===== config.mk =====
export PLATFORM = sky130hd
export DESIGN_NAME = eeshadow_ctrl
export DESIGN_NICKNAME = d
export VERILOG_FILES = /design/src/rtl/eeshadow_pkg.sv /design/src/rtl/eeshadow_sum.sv /design/src/rtl/eeshadow_store.sv /design/src/rtl/eeshadow_ctrl.sv
export SDC_FILE = /design/constraint.sdc
export NUM_CORES = 2
export LEC_CHECK = 0
export BUFFER_PORTS_ARGS = -buffer_cell sky130_fd_sc_hd__buf_2
export CAP_MARGIN = 30
export CORE_UTILIZATION = 55
export CTS_BUF_LIST = sky130_fd_sc_hd__clkbuf_8 sky130_fd_sc_hd__clkbuf_16
export DETAILED_ROUTE_END_ITERATION = 6
export PLACE_DENSITY = 0.71
export SYNTH_ARGS = -nofsm -noshare
export SYNTH_HDL_FRONTEND = slang
export SYNTH_SLANG_ARGS = --single-unit

===== constraint.sdc =====
create_clock -name clk -period 3.54 [get_ports clk]
set_clock_uncertainty 0.2 [all_clocks]
set_input_delay 0.531 -clock clk [delete_from_list [all_inputs] [get_ports clk]]
set_output_delay 0.531 -clock clk [all_outputs]
set_load 0.05 [all_outputs]

===== src/rtl/eeshadow_pkg.sv =====
package eeshadow_pkg;
  typedef enum logic [2:0] {
    ST_IDLE  = 3'd0,
    ST_LOAD  = 3'd1,
    ST_EVAL  = 3'd2,
    ST_RESP  = 3'd3,
    ST_SUMRD = 3'd4,
    ST_WRITE = 3'd5
  } state_t;
endpackage


===== src/rtl/eeshadow_sum.sv =====
// Wrapping accumulator shared by the load check and the checksum update.
module eeshadow_sum #(
  parameter int DW = 16
) (
  input  logic          clk,
  input  logic          rst_n,
  input  logic          clr,
  input  logic          add_en,
  input  logic [DW-1:0] addend,
  output logic [DW-1:0] sum
);
  logic [DW-1:0] sum_q, sum_d;

  always_comb begin
    sum_d = sum_q;
    if (clr)         sum_d = '0;
    else if (add_en) sum_d = sum_q + addend;
  end

  always_ff @(posedge clk or negedge rst_n) begin
    if (!rst_n) sum_q <= '0;
    else        sum_q <= sum_d;
  end

  assign sum = sum_q;
endmodule


===== src/rtl/eeshadow_store.sv =====
// Local word copy; entry 0 can have its signature field cleared.
module eeshadow_store #(
  parameter int            NWORDS    = 64,
  parameter int            DW        = 16,
  parameter int            AW        = 6,
  parameter logic [DW-1:0] SIG_MASK  = 16'hC000,
  parameter logic [DW-1:0] SIG_CLEAR = 16'h0000
) (
  input  logic          clk,
  input  logic          rst_n,
  input  logic          wr_en,
  input  logic [AW-1:0] wr_addr,
  input  logic [DW-1:0] wr_data,
  input  logic          inv_en,
  input  logic [AW-1:0] rd_addr,
  output logic [DW-1:0] rd_data,
  output logic [DW-1:0] head_word
);
  logic [NWORDS*DW-1:0] flat;

  for (genvar g = 0; g < NWORDS; g++) begin : g_word
    logic [DW-1:0] q, d;
    if (g == 0) begin : g_head
      always_comb begin
        d = q;
        if (wr_en && wr_addr == AW'(g)) d = wr_data;
        else if (inv_en)                d = (q & ~SIG_MASK) | (SIG_CLEAR & SIG_MASK);
      end
    end else begin : g_body
      always_comb begin
        d = q;
        if (wr_en && wr_addr == AW'(g)) d = wr_data;
      end
    end
    always_ff @(posedge clk or negedge rst_n) begin
      if (!rst_n) q <= '0;
      else        q <= d;
    end
    assign flat[g*DW +: DW] = q;
  end

  assign rd_data   = flat[rd_addr*DW +: DW];
  assign head_word = flat[DW-1:0];
endmodule


===== src/rtl/eeshadow_ctrl.sv =====
module eeshadow_ctrl #(
  parameter int            NWORDS     = 64,
  parameter int            DW         = 16,
  parameter int            IDXW       = 7,
  parameter int            AW         = $clog2(NWORDS),
  parameter logic [DW-1:0] SUM_TARGET = 16'hBABA,
  parameter logic [DW-1:0] SIG_MASK   = 16'hC000,
  parameter logic [DW-1:0] SIG_VALID  = 16'h4000,
  parameter logic [DW-1:0] SIG_CLEAR  = 16'h0000
) (
  input  logic            clk,
  input  logic            rst_n,
  input  logic            lk_req,
  input  logic [IDXW-1:0] lk_idx,
  output logic            lk_done,
  output logic            lk_valid,
  output logic [DW-1:0]   lk_data,
  input  logic            upd_req,
  output logic            upd_done,
  output logic            ready,
  output logic            sum_bad,
  output logic            sig_bad,
  output logic            mem_req,
  output logic            mem_we,
  output logic [AW-1:0]   mem_addr,
  output logic [DW-1:0]   mem_wdata,
  input  logic [DW-1:0]   mem_rdata,
  input  logic            mem_ack
);
  import eeshadow_pkg::*;

  localparam logic [AW-1:0]   LAST_W   = AW'(NWORDS - 1);
  localparam logic [AW-1:0]   LAST_SUM = AW'(NWORDS - 2);
  localparam logic [IDXW-1:0] IDX_LIM  = IDXW'(NWORDS);

  state_t          state_q, state_d;
  logic [AW-1:0]   cnt_q, cnt_d;
  logic [IDXW-1:0] idx_q, idx_d;
  logic            lk_done_q, lk_done_d, upd_done_q, upd_done_d;
  logic            lk_valid_q, lk_valid_d;
  logic [DW-1:0]   lk_data_q, lk_data_d;
  logic            sum_bad_q, sum_bad_d, sig_bad_q, sig_bad_d;
  logic            acc_clr, acc_add, st_wr, st_inv;
  logic [DW-1:0]   acc_sum, st_rd, head;
  logic            sig_ok, idx_ok;

  eeshadow_sum #(.DW(DW)) u_sum (
    .clk(clk), .rst_n(rst_n), .clr(acc_clr), .add_en(acc_add),
    .addend(mem_rdata), .sum(acc_sum)
  );

  eeshadow_store #(
    .NWORDS(NWORDS), .DW(DW), .AW(AW), .SIG_MASK(SIG_MASK), .SIG_CLEAR(SIG_CLEAR)
  ) u_store (
    .clk(clk), .rst_n(rst_n), .wr_en(st_wr), .wr_addr(cnt_q), .wr_data(mem_rdata),
    .inv_en(st_inv), .rd_addr(idx_q[AW-1:0]), .rd_data(st_rd), .head_word(head)
  );

  assign sig_ok = (head & SIG_MASK) == SIG_VALID;
  assign idx_ok = idx_q < IDX_LIM;

  always_comb begin
    state_d    = state_q;
    cnt_d      = cnt_q;
    idx_d      = idx_q;
    lk_done_d  = 1'b0;
    upd_done_d = 1'b0;
    lk_valid_d = lk_valid_q;
    lk_data_d  = lk_data_q;
    sum_bad_d  = sum_bad_q;
    sig_bad_d  = sig_bad_q;
    acc_clr    = 1'b0;
    acc_add    = 1'b0;
    st_wr      = 1'b0;
    st_inv     = 1'b0;
    unique case (state_q)
      ST_IDLE: begin
        if (lk_req) begin
          idx_d = lk_idx;
          if (lk_idx >= IDX_LIM || sig_ok) begin
            state_d = ST_RESP;
          end else begin
            state_d = ST_LOAD;
            cnt_d   = '0;
            acc_clr = 1'b1;
          end
        end else if (upd_req) begin
          state_d = ST_SUMRD;
          cnt_d   = '0;
          acc_clr = 1'b1;
        end
      end
      ST_LOAD: begin
        if (mem_ack) begin
          st_wr   = 1'b1;
          acc_add = 1'b1;
          if (cnt_q == LAST_W) state_d = ST_EVAL;
          else                 cnt_d   = cnt_q + 1'b1;
        end
      end
      ST_EVAL: begin
        if (acc_sum != SUM_TARGET) begin
          st_inv    = 1'b1;
          sum_bad_d = 1'b1;
          sig_bad_d = 1'b0;
        end else begin
          sum_bad_d = 1'b0;
          sig_bad_d = !sig_ok;
        end
        state_d = ST_RESP;
      end
      ST_RESP: begin
        lk_done_d  = 1'b1;
        lk_valid_d = idx_ok && sig_ok;
        lk_data_d  = (idx_ok && sig_ok) ? st_rd : '0;
        state_d    = ST_IDLE;
      end
      ST_SUMRD: begin
        if (mem_ack) begin
          acc_add = 1'b1;
          if (cnt_q == LAST_SUM) state_d = ST_WRITE;
          else                   cnt_d   = cnt_q + 1'b1;
        end
      end
      ST_WRITE: begin
        if (mem_ack) begin
          st_inv     = 1'b1;
          upd_done_d = 1'b1;
          state_d    = ST_IDLE;
        end
      end
      default: state_d = ST_IDLE;
    endcase
  end

  always_ff @(posedge clk or negedge rst_n) begin
    if (!rst_n) begin
      state_q    <= ST_IDLE;
      cnt_q      <= '0;
      idx_q      <= '0;
      lk_done_q  <= 1'b0;
      upd_done_q <= 1'b0;
      lk_valid_q <= 1'b0;
      lk_data_q  <= '0;
      sum_bad_q  <= 1'b0;
      sig_bad_q  <= 1'b0;
    end else begin
      state_q    <= state_d;
      cnt_q      <= cnt_d;
      idx_q      <= idx_d;
      lk_done_q  <= lk_done_d;
      upd_done_q <= upd_done_d;
      lk_valid_q <= lk_valid_d;
      lk_data_q  <= lk_data_d;
      sum_bad_q  <= sum_bad_d;
      sig_bad_q  <= sig_bad_d;
    end
  end

  assign ready     = state_q == ST_IDLE;
  assign mem_req   = state_q == ST_LOAD || state_q == ST_SUMRD || state_q == ST_WRITE;
  assign mem_we    = state_q == ST_WRITE;
  assign mem_addr  = (state_q == ST_WRITE) ? LAST_W : cnt_q;
  assign mem_wdata = SUM_TARGET - acc_sum;
  assign lk_done   = lk_done_q;
  assign lk_valid  = lk_valid_q;
  assign lk_data   = lk_data_q;
  assign upd_done  = upd_done_q;
  assign sum_bad   = sum_bad_q;
  assign sig_bad   = sig_bad_q;
endmodule


# After elaboration in Yosys (flattened, before gate mapping)
# Index checks and enable logic that the tools add are counted.
[word_totals] latch_bits=0 memories=0 ram_bits=0 elab_cells=273 regBits=1077 in_bits=28 rom_bits=0
[op_classes] addsub=3 n_mul=0 order_cmp=2 reduce_logical=78 div=0 n_mux=35 shifts=1 eq_ne=79 bitwise=0
[op_table] cell="indexed part select 1024 x 11 -> 16 bit" count=1
[op_table] cell="equality test 6 bit (second input constant)" count=32
[op_table] cell="equality test 6 x 5 -> 1 bit (second input constant)" count=16
[op_table] cell="2-to-1 mux 16 bit" count=5
[op_table] cell="logical AND 1 bit" count=65
[op_table] cell="equality test 6 x 4 -> 1 bit (second input constant)" count=8
[op_table] cell="2-to-1 mux 6 bit" count=8
[op_table] cell="equality test 6 x 3 -> 1 bit (second input constant)" count=4
[op_table] cell="2-to-1 mux 3 bit" count=7
[op_table] cell="one-hot mux 6 bit (3 select lines)" count=1
[op_table] cell="adder 16 bit" count=1
[op_table] cell="!= test 16 bit (second input constant)" count=1
[op_table] cell="subtractor 16 bit (first input constant)" count=1
[op_table] cell="one-hot mux 3 bit (5 select lines)" count=1
[op_table] cell="equality test 6 x 2 -> 1 bit (second input constant)" count=2
[op_table] cell="!= test 2 bit (second input constant)" count=6
[op_table] cell="2-to-1 mux 1 bit" count=11
[op_table] cell="greater-or-equal comparator 7 bit (second input constant)" count=1
[op_table] cell="< comparator 7 bit (second input constant)" count=1
[op_table] cell="AND reduction 7 bit" count=1
[op_table] cell="adder 6 x 1 -> 6 bit (second input constant)" count=1
[op_table] cell="equality test 3 x 2 -> 1 bit (second input constant)" count=2
[op_table] cell="equality test 3 bit (second input constant)" count=2
[op_table] cell="equality test 6 x 1 -> 1 bit (second input constant)" count=1
[op_table] cell="15 further kinds" count=19

# Logic depth before layout (Yosys ltp)
[depth] depth_word=6 mapped_depth=12 ltp_nobuf=10

# Hierarchy
# From an unflattened synthesis, not the netlist that was laid out.
[unflattened] cells_unflattened=3320 hier_area_um2=50275.7
[modules_own_cells] mod="eeshadow_store" area_each_um2=46864.9 seq_area_each_um2=25624.6 cells_per_inst=2959 instances=1
[modules_own_cells] mod="eeshadow_ctrl" area_each_um2=2010.7 seq_area_each_um2=925.9 cells_per_inst=199 instances=1
[modules_own_cells] mod="eeshadow_sum" area_each_um2=1400.1 seq_area_each_um2=400.4 cells_per_inst=162 instances=1

# Worst setup path before layout
# Ideal clock, no wire load.
[synth_timing] path_kind="register to register" from="register state_q[0]" to="register cnt_q[5]" required_ns=3.217 slack_ns=0.381 arrival_ns=2.836 synth_period_minus_slack_ns=3.159 stages_incl_launch_ff=8 path_cell_list="dfrtp_1 > nor3_1 > nand2_1 > o21bai_1 > a21oi_1 > nand4_1 > xor2_1 > nor2_1"
[synth_between] elab_chain_cells=3 elab_cells_between_ends=12
[synth_lines] item="from (decl)" line="eeshadow_ctrl.sv:36" rtl="state_t state_q, state_d;"
[synth_lines] item="from (signal assigned)" line="eeshadow_ctrl.sv:148" rtl="state_q <= state_d;"
[synth_lines] item="logical NOT 3 bit *"
[synth_lines] item="named net ready" line="eeshadow_ctrl.sv:20" rtl="output logic ready,"
[synth_lines] item="!= test 3 bit (no line) or nonzero test 3 bit (tied branches)"
[synth_lines] item="AND reduction 7 bit (no line)"
[synth_lines] item="to (signal assigned)" line="eeshadow_ctrl.sv:149" rtl="cnt_q <= cnt_d;"
[synth_lines] item="to (decl)" line="eeshadow_ctrl.sv:37" rtl="logic [AW-1:0] cnt_q, cnt_d;"
# The timed path passes the listed nets; every way through them passes the cells marked *.
# A chain may end at the register's enable or synchronous reset.

# Worst setup path in the final report
[layout_timing] from="register idx_q[0]" to="register lk_data_q[11] (netlist: lk_data[11])"
[layout_between] elab_chain_cells=3 elab_cells_between_ends=4
[layout_lines] item="from (decl)" line="eeshadow_ctrl.sv:38" rtl="logic [IDXW-1:0] idx_q, idx_d;"
[layout_lines] item="from (signal assigned)" line="eeshadow_ctrl.sv:150" rtl="idx_q <= idx_d;"
[layout_lines] item="branches (longest 2 deep; another with indexed part select 1024 x 11 -> 16 bit)"
[layout_lines] item="2-to-1 mux 16 bit *" line="eeshadow_ctrl.sv:115" rtl="lk_data_d = (idx_ok && sig_ok) ? st_rd : '0;"
[layout_lines] item="to (signal assigned)" line="eeshadow_ctrl.sv:154" rtl="lk_data_q <= lk_data_d;"
[layout_lines] item="to (decl)" line="eeshadow_ctrl.sv:41" rtl="logic [DW-1:0] lk_data_q, lk_data_d;"
# Every way passes the cells marked *.

==> out/results.ini <==
[timing]
drv_slew=0
setup_tns_ns=0
whs_ns=0.0424
hold_viol_final=0
rsz0062_at_grt=no
slew_headroom=0.209
min_period_ns=3.44
timing.fmax_ghz=0.290
finalCritPeriodShare=0.973
setup_viol=0
worst_pin_slew_ns=1.19

[pwr]
leakagePower_nw=27.4
power.density_nw_per_um2=630
ir_worst_vdd_mv=0.433

[synth]
synth.ff_latch_count=1077
ys_warn_count=0
yosys.area.top_type=dfrtp_1
synth-edff-count=0
synth_top_area_share=0.540
synth_cell_types=69
synthArstFlopShare=1.00
synth_area_um2=49900
syn_nets=3380
yosysSeqAreaShare=0.540
synth_ff_type=dfrtp_1
syn_area_per_cell_um2=15.0
ys_top_cells_by_area=dfrtp_1 (54%), mux2_2 (23%), mux4_2 (11%)
synthCells=3330

[clock_tree]
cts.sinks=1077
cts_setup_buffers=0
clk_pin_slew_ns=0.06
clock_latency_ns=0.70
cts_htree_levels=3
clockBufferDepth=3
cts_tree=built
cts_root_buf=clkbuf_16
cts_buffers=112

[floorplan]
die_area_um2=91900
core.rowCount=110
initial_core_util=0.554
die_x_um=303
coreArea_um2=90000
io_pins=74
dieHeight_um=303

[global_routing]
overflow=0
grt_max_degree=120
antenna_found_initial=7
grt_use_total=0.317
grt_pass1_vias=32900
grt_pass1_wl_um=215000

[setup_path]
crit_required_ns=3.93
cp_slowest_cell=dfrtp_4
rrSetupSlack_ns=0.1
r2r-end=lk_data[11]
crit_chain=buf_12, buf_4, mux4_2, mux2i_1, a221oi_1, a211o_1
crit_buf_inv=2
critPathLaunchType=register
regToRegStartpoint=idx_q[0]
crit_fanout=20
reg2reg_depth=6
cp.arrival_ns=3.83
crit_type=reg -> reg
cp-end-kind=register
critPathTopFamily=multiplexers
slowest_delay_ns=0.80

[route]
dr.pass1.iters=6
avgRoutedWirePerCell_um=29.9
antenna_left=0
drc=0
drt_iter0_drc=2965
vias=30800
vias_per_cell=6.54
wl_met3_um=10300
highest_layer=met5
totalWireLength_um=141000
route.met2.wl_um=67800
wl_met1_um=56800

[finish]
drive_above_1_share=0.509
synthToLayoutAreaGrowth_pct=12.8
num_antenna_cells=0
nNetsFinal=3490
final_common_cell=dfrtp_1
stdcell_count=4707
mostFrequentLayoutCells=dfrtp_1 (1,074), mux2_2 (1,014), mux4_2 (244), buf_4 (172), clkbuf_16 (113)
final_area_um2=56300
finalCoreUtilization=0.625

[min_path]
hold_path.class=in -> reg
holdPathStages=3
hold-path-endpoint=upd_done
worstHoldStart=mem_ack

[placed_design]
place.port_buffers=73
post-place-cells=4493
placed_area_um2=52400
dp_hpwl_um=92300
gp_congestion=0.903

[run_status]
status=finished, final reports clean

[job]
max_cap_viol_count=0

[routing by layer]
metal	vias up	global-route usage
li1	12600	-
met1	16700	0.429
met2	1168	0.510
met3	296	0.0621
met4	2	0.122
met5	-	0
[where the power goes]
part	switching [mW]	total, mW	internal [mW]	leakage, nW
combinational	6.10	9.74	3.65	10.5
clock	5.02	12.1	7.04	1.94
sequential	0.756	13.6	12.9	15.0
total	11.9	35.4	23.6	27.4
[per-stage QoR]
step | worst slack (ns) | total power, mW
floorplan | 0.381 | 19.7
global placement | 0.100 | 23.3
detailed placement | 0.0615 | 23.5
CTS | 0.0548 | 35.5
global route | 0.0249 | 36.6
finish | 0.0951 | 35.4
[cell usage after synthesis (all sizes together), types with 8 or more instances]
library cell / n
o22ai: 32
a221oi: 18
mux2: 1021
nand2b: 11
o21ai: 83
mux2i: 45
nand2: 109
nor2b: 12
a221o: 9
nand3: 34
a21oi: 30
clkbuf: 153
o221ai: 29
or3: 10
o21a: 9
o22a: 8
xor2: 18
a211o: 9
mux4: 244
xnor2: 10
dfrtp: 1077
buf: 139
nor3: 19
nor2: 92
ha: 21
inv: 14
[worst register-to-register path: stages (launching register included)]
cell and delay [ns]:
dfrtp_4 0.80, buf_12 0.29, buf_4 0.27, mux4_2 0.52
mux2i_1 0.51, a221oi_1 0.43, a211o_1 0.34
[worst max-delay path by stage]
stage | from | to | slack, ns | depth (start not counted)
global route | u_sum.sum[0] | mem_wdata[12] | 0.02 | 9
detailed placement | idx_q[0] | lk_data[11] | 0.06 | 6
CTS | u_sum.sum[2] | mem_wdata[15] | 0.05 | 8
global placement | idx_q[0] | lk_data[11] | 0.10 | 6
floorplan | state_q[0] | cnt_q[5] | 0.38 | 7
finish | idx_q[0] | lk_data[11] | 0.1 | 6
[area by class of cell]
type	instances	area, µm²
inverter	14	52.6
multi-input combinational	1947	21600
sequential	1077	27000
fill	6631	33700
tap	1176	1470
clock inverter	65	609
clock buffer	140	3200
timing repair buffer	288	2420
[registers in the layout, summed over array words and instances, names as in the netlist]
signal,cells
u_store.g_word.q,1008
u_sum.sum,16
upd_done,1
idx_q,7
state_q,3
lk_data,16
sig_bad,1
lk_valid,1
sum_bad,1
u_store.head_word,16
cnt_q,6
lk_done,1
[what timing repair did]
item                                    CTS  global route
resized for setup                         0             3
endpoints found under the hold margin    67             0
endpoints found under the setup margin    0             5
hold buffers                              9             0
[logic make-up after synthesis]
| group | synth area share |
|---|---|
| AO/OA/AOI/OAI | 0.0362 |
| XOR/XNOR | 0.00491 |
| adder cells (fa/ha/maj) | 0.00567 |
| buffers and inverters | 0.0282 |
| flip-flops | 0.540 |
| multiplexers | 0.350 |
| AND/OR/NAND/NOR | 0.0354 |
No activity file was read; power rests on OpenSTA's default activity.
